--- src/rtl/serial_pkg.sv ---
package serial_pkg;
  localparam int CRC_W  = 32;
  localparam int BYTE_W = 8;
  typedef logic [CRC_W-1:0]  crc_t;
  typedef logic [BYTE_W-1:0] byte_t;
endpackage

--- src/rtl/crc32_byte_step.sv ---
module crc32_byte_step
  import serial_pkg::*;
#(
  parameter crc_t POLY = 32'hEDB88320
) (
  input  crc_t  crc_in,
  input  byte_t data_in,
  output crc_t  crc_out
);
  crc_t stage [0:BYTE_W];

  assign stage[0] = crc_in ^ {{(CRC_W-BYTE_W){1'b0}}, data_in};

  genvar b;
  generate
    for (b = 0; b < BYTE_W; b++) begin : g_bit
      assign stage[b+1] = stage[b][0] ? ((stage[b] >> 1) ^ POLY) : (stage[b] >> 1);
    end
  endgenerate

  assign crc_out = stage[BYTE_W];
endmodule

--- src/rtl/gather_seq.sv ---
module gather_seq #(
  parameter int BUF_DEPTH   = 32,
  parameter int HALF        = 8,
  parameter int FIRST_BASE  = 8,
  parameter int SECOND_BASE = 7,
  localparam int ADDR_W     = $clog2(BUF_DEPTH),
  localparam int GATHER     = 2 * HALF,
  localparam int IDX_W      = $clog2(GATHER + 2)
) (
  input  logic              clk,
  input  logic              rst,
  input  logic              start,
  output logic              go,
  output logic              rd_en,
  output logic [ADDR_W-1:0] rd_addr
);
  logic             busy;
  logic [IDX_W-1:0] idx;

  function automatic logic [ADDR_W-1:0] map_addr(input logic [IDX_W-1:0] k);
    int unsigned a;
    if (k < IDX_W'(HALF)) a = FIRST_BASE + 2 * int'(k);
    else                  a = SECOND_BASE + 2 * (int'(k) - HALF);
    return ADDR_W'(a);
  endfunction

  assign go = start && !busy;

  always_ff @(posedge clk) begin
    if (rst) begin
      busy    <= 1'b0;
      idx     <= '0;
      rd_en   <= 1'b0;
      rd_addr <= '0;
    end else if (go) begin
      busy    <= 1'b1;
      rd_en   <= 1'b1;
      rd_addr <= map_addr('0);
      idx     <= IDX_W'(1);
    end else if (busy) begin
      if (idx == IDX_W'(GATHER + 1)) begin
        busy <= 1'b0;
      end else if (idx == IDX_W'(GATHER)) begin
        rd_en <= 1'b0;
        idx   <= idx + 1'b1;
      end else begin
        rd_en   <= 1'b1;
        rd_addr <= map_addr(idx);
        idx     <= idx + 1'b1;
      end
    end
  end

  AST_ADDR_STEP: assert property (@(posedge clk) disable iff (rst)
    (rd_en && $past(rd_en) && $past(rd_addr) != ADDR_W'(FIRST_BASE + 2*(HALF-1)))
      |-> rd_addr == $past(rd_addr) + ADDR_W'(2));
  AST_ADDR_WRAP: assert property (@(posedge clk) disable iff (rst)
    (rd_en && $past(rd_en) && $past(rd_addr) == ADDR_W'(FIRST_BASE + 2*(HALF-1)))
      |-> rd_addr == ADDR_W'(SECOND_BASE));
  AST_READ_FROM_START: assert property (@(posedge clk) disable iff (rst)
    $rose(rd_en) |-> $past(start));
  AST_IGNORE_BUSY_START: assert property (@(posedge clk) disable iff (rst)
    (busy && start && idx != IDX_W'(GATHER + 1)) |=> busy);
endmodule

--- src/rtl/crc_accum.sv ---
module crc_accum
  import serial_pkg::*;
#(
  parameter crc_t POLY = 32'hEDB88320,
  parameter int   HALF = 8,
  localparam int  GATHER = 2 * HALF,
  localparam int  CNT_W  = $clog2(GATHER + 1)
) (
  input  logic  clk,
  input  logic  rst,
  input  logic  go,
  input  logic  dvalid,
  input  byte_t data,
  output crc_t  id_lo,
  output crc_t  id_hi,
  output logic  id_valid
);
  crc_t             crc_q, crc_nxt, lo_hold;
  logic [CNT_W-1:0] cnt;

  crc32_byte_step #(.POLY(POLY)) u_step (
    .crc_in (crc_q),
    .data_in(data),
    .crc_out(crc_nxt)
  );

  always_ff @(posedge clk) begin
    if (rst) begin
      crc_q    <= '0;
      lo_hold  <= '0;
      cnt      <= '0;
      id_lo    <= '0;
      id_hi    <= '0;
      id_valid <= 1'b0;
    end else if (go) begin
      crc_q    <= '0;
      cnt      <= '0;
      id_valid <= 1'b0;
    end else if (dvalid) begin
      crc_q <= crc_nxt;
      cnt   <= cnt + 1'b1;
      if (cnt == CNT_W'(HALF - 1)) lo_hold <= crc_nxt;
      if (cnt == CNT_W'(GATHER - 1)) begin
        id_lo    <= lo_hold;
        id_hi    <= crc_nxt;
        id_valid <= 1'b1;
      end
    end
  end

  AST_VALID_HOLD: assert property (@(posedge clk) disable iff (rst)
    (id_valid && !go) |=> id_valid);
  AST_WORDS_STABLE: assert property (@(posedge clk) disable iff (rst)
    (id_valid && !go) |=> ($stable(id_lo) && $stable(id_hi)));
  AST_GO_CLEARS: assert property (@(posedge clk) disable iff (rst)
    go |=> !id_valid);
  AST_NO_EXTRA_BYTE: assert property (@(posedge clk) disable iff (rst)
    dvalid |-> cnt < CNT_W'(GATHER));
endmodule

--- src/rtl/serial_crc_gen.sv ---
module serial_crc_gen
  import serial_pkg::*;
#(
  parameter int   BUF_DEPTH = 32,
  parameter int   HALF      = 8,
  parameter crc_t POLY      = 32'hEDB88320,
  localparam int  ADDR_W    = $clog2(BUF_DEPTH)
) (
  input  logic              clk,
  input  logic              rst,
  input  logic              start,
  output logic              buf_rd_en,
  output logic [ADDR_W-1:0] buf_rd_addr,
  input  logic [7:0]        buf_rd_data,
  output logic [31:0]       id_lo,
  output logic [31:0]       id_hi,
  output logic              id_valid
);
  logic go;
  logic data_vld;

  gather_seq #(
    .BUF_DEPTH(BUF_DEPTH),
    .HALF     (HALF)
  ) u_seq (
    .clk    (clk),
    .rst    (rst),
    .start  (start),
    .go     (go),
    .rd_en  (buf_rd_en),
    .rd_addr(buf_rd_addr)
  );

  // one-cycle read latency of the shadow buffer
  always_ff @(posedge clk) begin
    if (rst) data_vld <= 1'b0;
    else     data_vld <= buf_rd_en;
  end

  crc_accum #(
    .POLY(POLY),
    .HALF(HALF)
  ) u_crc (
    .clk     (clk),
    .rst     (rst),
    .go      (go),
    .dvalid  (data_vld),
    .data    (buf_rd_data),
    .id_lo   (id_lo),
    .id_hi   (id_hi),
    .id_valid(id_valid)
  );

  AST_RESET_IDLE: assert property (@(posedge clk)
    $past(rst) |-> (!id_valid && !buf_rd_en));
endmodule

--- config.mk ---
export PLATFORM = sky130hd
export DESIGN_NAME = serial_crc_gen
export DESIGN_NICKNAME = d
export VERILOG_FILES = /design/src/rtl/serial_pkg.sv /design/src/rtl/crc32_byte_step.sv /design/src/rtl/gather_seq.sv /design/src/rtl/crc_accum.sv /design/src/rtl/serial_crc_gen.sv
export SDC_FILE = /design/constraint.sdc
export NUM_CORES = 1
export LEC_CHECK = 0
export BUFFER_PORTS_ARGS = -buffer_cell sky130_fd_sc_hd__buf_2
export CAP_MARGIN = 10
export CORE_UTILIZATION = 25
export DETAILED_ROUTE_END_ITERATION = 7
export GPL_TIMING_DRIVEN = 0
export PLACE_DENSITY = 0.45
export SLEW_MARGIN = 20
export SYNTH_ARGS = -nofsm -noshare
export SYNTH_HDL_FRONTEND = slang
export SYNTH_HIERARCHICAL = 1
export SYNTH_SLANG_ARGS = --single-unit
--- constraint.sdc ---
create_clock -name clk -period 3.1 [get_ports clk]
set_input_delay 0.62 -clock clk [delete_from_list [all_inputs] [get_ports clk]]
set_output_delay 0.62 -clock clk [all_outputs]
set_load 0.01 [all_outputs]
### Word-level counts from Yosys, hierarchy flattened

Index checks and enable logic that the tools add are counted.

| operators by class | value |
|---|---|
| $add $sub $neg | 5 |
| order comparisons | 1 |
| eq/ne operators | 6 |
| multiplexer cells | 23 |
| bitwise gates (word level) | 12 |
| reduce and logical (&&, ||, !) cells | 11 |

Operators by type and width:

| cell | count |
|---|---|
| $mux 32 | 8 |
| $not 13->14 | 8 |
| $xor 32x8->32 | 1 |
| $mux 4 | 4 |
| $reduce_and 3->1 | 4 |
| $add 4x5->5 const A | 2 |
| $add 5x1->5 const B | 2 |
| $eq 5x5->1 const B | 2 |
| $mux 1 | 10 |
| $reduce_and 2->1 | 3 |
| $eq 5x3->1 const B | 1 |
| $eq 5x4->1 const B | 1 |
| $lt 5x4->1 const B | 1 |
| $mux 5 | 1 |
| $ne 2x2->1 const B | 2 |
| $sub 4x4->4 const B | 1 |
| $not 1->1 | 3 |
| $reduce_bool 2->1 | 1 |
| $reduce_or 2->1 | 1 |
| $logic_and 1x1->1 | 1 |
| $logic_not 1->1 | 1 |

| storage, ports and cells | value |
|---|---|
| flip-flop bits (word level) | 147 |
| input bits | 11 |
| output and inout port bits | 71 |
| logic and storage cells | 71 |

### Logic depth before layout (Yosys ltp)

| logic depth | value |
|---|---|
| depth in word-level cells | 17 |
| gate-level depth with buffers | 8 |
| depth with buffers taken out | 6 |

### Modules after synthesis

The synthesis kept the hierarchy.

By module, submodules not included:

| module | times used | cells each | area each (µm²) | sequential area each (µm²) |
|---|---|---|---|---|
| crc_accum | 1 | 550 | 5,062.4 | 2,682.6 |
| crc32_byte_step | 1 | 67 | 924.6 | 0.0 |
| gather_seq | 1 | 77 | 661.9 | 240.2 |
| serial_crc_gen | 1 | 2 | 33.8 | 20.0 |

### Worst setup path before layout

Ideal clock, no wire load.

| timing | value |
|---|---|
| kind | input-to-reg |
| start point | input buf_rd_data[4] |
| end point | register u_crc.crc_q[24] |
| library setup time | 0.128 ns |
| arrival time | 2.044 ns |
| data required time | 2.972 ns |
| slack | 0.929 ns |
| cell stages on the path | 5 |
| buffers on the path | 0 |
| cells stage by stage | xnor2_2 > xnor3_2 > xnor3_4 > mux2i_1 > nor2_1 |

| between the ends | value |
|---|---|
| cells in the longest elaborated chain, start to end | 11 |

Ends and longest elaborated chain:

| what | RTL line | source |
|---|---|---|
| start: declaration | serial_crc_gen.sv:14 | `input logic [7:0] buf_rd_data,` |
| $xor 32x8->32 * | crc32_byte_step.sv:12 | `assign stage[0] = crc_in ^ {{(CRC_W-BYTE_W){1'b0}}, data_in};` |
| $mux 32 * (5 in a row) | crc32_byte_step.sv:17 | `assign stage[b+1] = stage[b][0] ? ((stage[b] >> 1) ^ POLY) : (stage[b] >> 1);` |
| $not 13->14 (no source line) | -- |  |
| $mux 32 * (2 in a row) | crc32_byte_step.sv:17 |  |
| $not 13->14 (no source line) | -- |  |
| $mux 32 * | crc32_byte_step.sv:17 |  |
| via u_crc.crc_nxt[24] | crc_accum.sv:18 | `crc_t crc_q, crc_nxt, lo_hold;` |
| end signal: assignment | crc_accum.sv:40 | `crc_q <= crc_nxt;` |
| end: declaration | crc_accum.sv:18 |  |

Mark *: on every way through the listed nets, which the timed path passes. The rest lies on a longest branch.
A chain may end at the register's enable or synchronous reset.

### Final worst setup path

| timing | value |
|---|---|
| start point | input buf_rd_data[3] |
| end point | register u_crc.id_hi[27] |

| between the ends | value |
|---|---|
| cells in the longest elaborated chain, start to end | 12 |

Ends and longest elaborated chain:

| what | RTL line | source |
|---|---|---|
| $xor 32x8->32 * | crc32_byte_step.sv:12 |  |
| $mux 32 * (4 in a row) | crc32_byte_step.sv:17 |  |
| $not 13->14 (no source line) | -- |  |
| $mux 32 * | crc32_byte_step.sv:17 |  |
| $not 13->14 (no source line) | -- |  |
| $mux 32 * (2 in a row) | crc32_byte_step.sv:17 |  |
| $not 13->14 (no source line) | -- |  |
| $mux 32 * | crc32_byte_step.sv:17 |  |
| via u_crc.crc_nxt[27] | crc_accum.sv:18 |  |
| end signal: assignment | crc_accum.sv:45 | `id_hi <= crc_nxt;` |
| end: declaration | crc_accum.sv:15 | `output crc_t id_hi,` |

Marks and branches as above.

==> reports/metrics.yaml <==
timing:
  min_period_over_period: 0.736
  setup_violations: 0
  fmax_ghz: 0.438
  grt_setup_unrepaired: "no"
  fin_ws_ns: 0.818
  maxSlewViolCount: 0
  holdWs_ns: 0.450
  period_needed_ns: 2.28
  worstMarginPinSlew_ns: 0.706
  finalHoldViolCount: 0
  setup-tns-final_ns: 0
  relSlewSlack: 0.526
  finalClockSkew_ns: 0.0109
yosys:
  synth_sequential_area_ratio: 0.440
  synth_area_um2: 6680
  yosys.cell_types.count: 47
  synth-seq-cells: 147
  synthCells: 696
  synth_ff_type: "dfxtp_1"
  synth_edf_count: 0
  yosysWarnings: 6
  synthesis.nets: 715
  async_flop_share: 0
  syn_avg_cell_area_um2: 9.60
critical_path:
  end_kind: "flip-flop"
  crit_path_start: "buf_rd_data[3]"
  arrival_ns: 2.63
  crit_end: "u_crc/id_hi[27]"
  required_ns: 3.45
  r2r_start: "u_crc/crc_q[3]"
  reg2reg_slack_ns: 0.83
  reg2reg_depth: 5
  critical_path_class: "input pin to flip-flop"
  critPathMaxFanout: 7
  reg2reg_to: "u_crc/id_hi[27]"
  cp-start-kind: "input pin"
floorplan:
  rows: 59
  core-area_um2: 26100
  die_w_um: 165
  io_pins: 82
  fp.dieH_um: 165
  die_area_um2: 27400
  start_util: 0.256
run_status:
  status: "complete, but fails checks"
  violations: "design-rule violations"
detailed_routing:
  vias: 4826
  met2_wirelength_um: 8280
  drc_errors: 18
  drt_first_iter_violations: 207
  drt_pass1_iterations: 6
  viasPerCell: 4.22
  finalWirelength_um: 17600
  routed-wl-met3_um: 770
  met1_length_um: 8380
  wl_per_cell_um: 15.4
  top_layer_used: "met5"
  detail-route-antenna-nets: 0
global_routing:
  grt_max_degree: 17
  grt_overflow: 0
  track_usage: 0.134
  antenna_found_initial: 1
  grt_pass1_vias: 4707
  grt_pass1_wl_um: 27200
clock_tree:
  post_cts_buffers: 0
  cts.sinks: 147
  ctsHoldBuffers: 0
  clk_pin_slew_ns: 0.06
  cts_resized: 0
  clk_latency_ns: 0.42
  cts_root_buf: "clkbuf_16"
  cts_buffers: 17
  cts_tree: "done"
  clock_path_buffers: 2
  htreeDepth: 4
finish:
  antenna_cells: 0
  final_common_cell: "dfxtp_1"
  fin_util: 0.312
  finalNonFillerCells: 1143
  fin_nets: 815
  drive_gt1_frac: 0.197
  final_cell_mix: "dfxtp_1 (147), nand2_1 (129), buf_2 (104)"
  syn_to_final_growth_pct: 22.0
hold_path:
  hold_path.class: "flip-flop to flip-flop"
placement:
  gp_congestion: 0.728
  place_inst: 1112
  dp_hpwl_um: 12900
  pre_cts_slack_ns: 0.371
  numPortBuffers: 81
power:
  p_per_area_nw_per_um2: 626
  ir_drop_mv: 0.278
  p_leak_nw: 3.16
run:
  maxCapViolCount: 0
sequential cells by signal, indices dropped and copies added (netlist names):
| name | count |
|---|---|
| u_crc/crc_q | 32 |
| data_vld | 1 |
| u_crc/cnt | 5 |
| u_seq/busy | 1 |
| u_crc/id_lo | 32 |
| u_crc/lo_hold | 32 |
| u_crc/id_hi | 32 |
| u_seq/rd_en | 1 |
| u_seq/rd_addr | 5 |
| u_seq/idx | 5 |
| u_crc/id_valid | 1 |
cell usage after synthesis, types with 2 or more instances:
library cell | n | area (um2)
dfxtp_1 | 147 | 2940
nand2_1 | 129 | 484
a21oi_1 | 74 | 370
mux2i_1 | 65 | 651
nand2b_1 | 65 | 407
nor2_1 | 39 | 146
xnor2_1 | 32 | 280
buf_2 | 23 | 115
xor2_1 | 11 | 96.3
xnor3_1 | 10 | 225
clkbuf_1 | 9 | 33.8
ha_1 | 8 | 100
o21ai_0 | 8 | 40.0
inv_1 | 6 | 22.5
xnor2_2 | 6 | 97.6
a211oi_1 | 5 | 37.5
buf_1 | 5 | 18.8
xor3_1 | 5 | 119
nand3_1 | 4 | 20.0
nand4_1 | 4 | 25.0
a311oi_1 | 3 | 26.3
and3_1 | 3 | 18.8
buf_12 | 3 | 60.1
nor3_1 | 3 | 15.0
buf_4 | 2 | 15.0
or2_1 | 2 | 12.5
or2_2 | 2 | 12.5
or3_1 | 2 | 12.5
xnor2_4 | 2 | 55.1
xor2_2 | 2 | 32.5
worst min path at each step:
stage | from | end | slack [ns] | depth (start not counted)
floorplan | u_crc/lo_hold[0] | u_crc/id_lo[0] | 0.43 | 2
global placement | u_crc/id_lo[11] | u_crc/id_lo[11] | 0.44 | 2
detailed placement | u_crc/id_hi[28] | u_crc/id_hi[28] | 0.44 | 2
CTS | u_crc/id_hi[28] | u_crc/id_hi[28] | 0.45 | 2
global route | u_crc/lo_hold[31] | u_crc/id_lo[31] | 0.47 | 2
finish | u_crc/id_lo[10] | u_crc/id_lo[10] | 0.45 | 2
routing by layer:
metal  GRT usage  vias to the layer above
met5           0                        -
met4      0.0322                        2
met3      0.0382                        8
li1            -                     2499
met1       0.173                     2256
met2       0.221                       61
layout make-up:
| class | count | area, um2 |
|---|---|---|
| well taps | 335 | 419 |
| multi-input cells | 498 | 3450 |
| repair buffers | 81 | 405 |
| plain buffers | 44 | 259 |
| inverters | 7 | 26.3 |
| flip-flops and latches | 147 | 2940 |
| fillers | 2804 | 18000 |
| clock buffers | 20 | 447 |
| clock inverters | 11 | 198 |
through the flow:
stage	area [um2]	total power, mW
after global placement	7510	2.88
after global routing	8150	5.31
after detailed placement	7510	2.87
final	8150	5.10
after floorplan	6680	2.59
after CTS	8150	5.18
power breakdown:
part | leakage, nW | internal [mW] | total, mW | switching [mW]
Sequential | 1.19 | 1.92 | 1.95 | 0.0266
Clock | 0.311 | 1.45 | 2.29 | 0.835
Combinational | 1.66 | 0.361 | 0.865 | 0.504
Total | 3.16 | 3.74 | 5.10 | 1.37
kinds of logic after synthesis:
family / after synthesis / share of synthesized area
muxes: 65 / 0.0974
xor gates and xnor gates: 70 / 0.143
DFF: 147 / 0.440
buffers and inverters: 51 / 0.0427
adders and majority gates: 8 / 0.0150
AOI/OAI and AO/OA: 95 / 0.0771
and+or+nand+nor: 260 / 0.184
worst max-delay path, stage by stage:
cell and delay, ns:
buf_2 0.12, xnor2_2 0.51, xor3_1 0.58, xnor2_1 0.53, nand2_1 0.13, a21oi_1 0.14
Power figures use the tool's default switching activity.
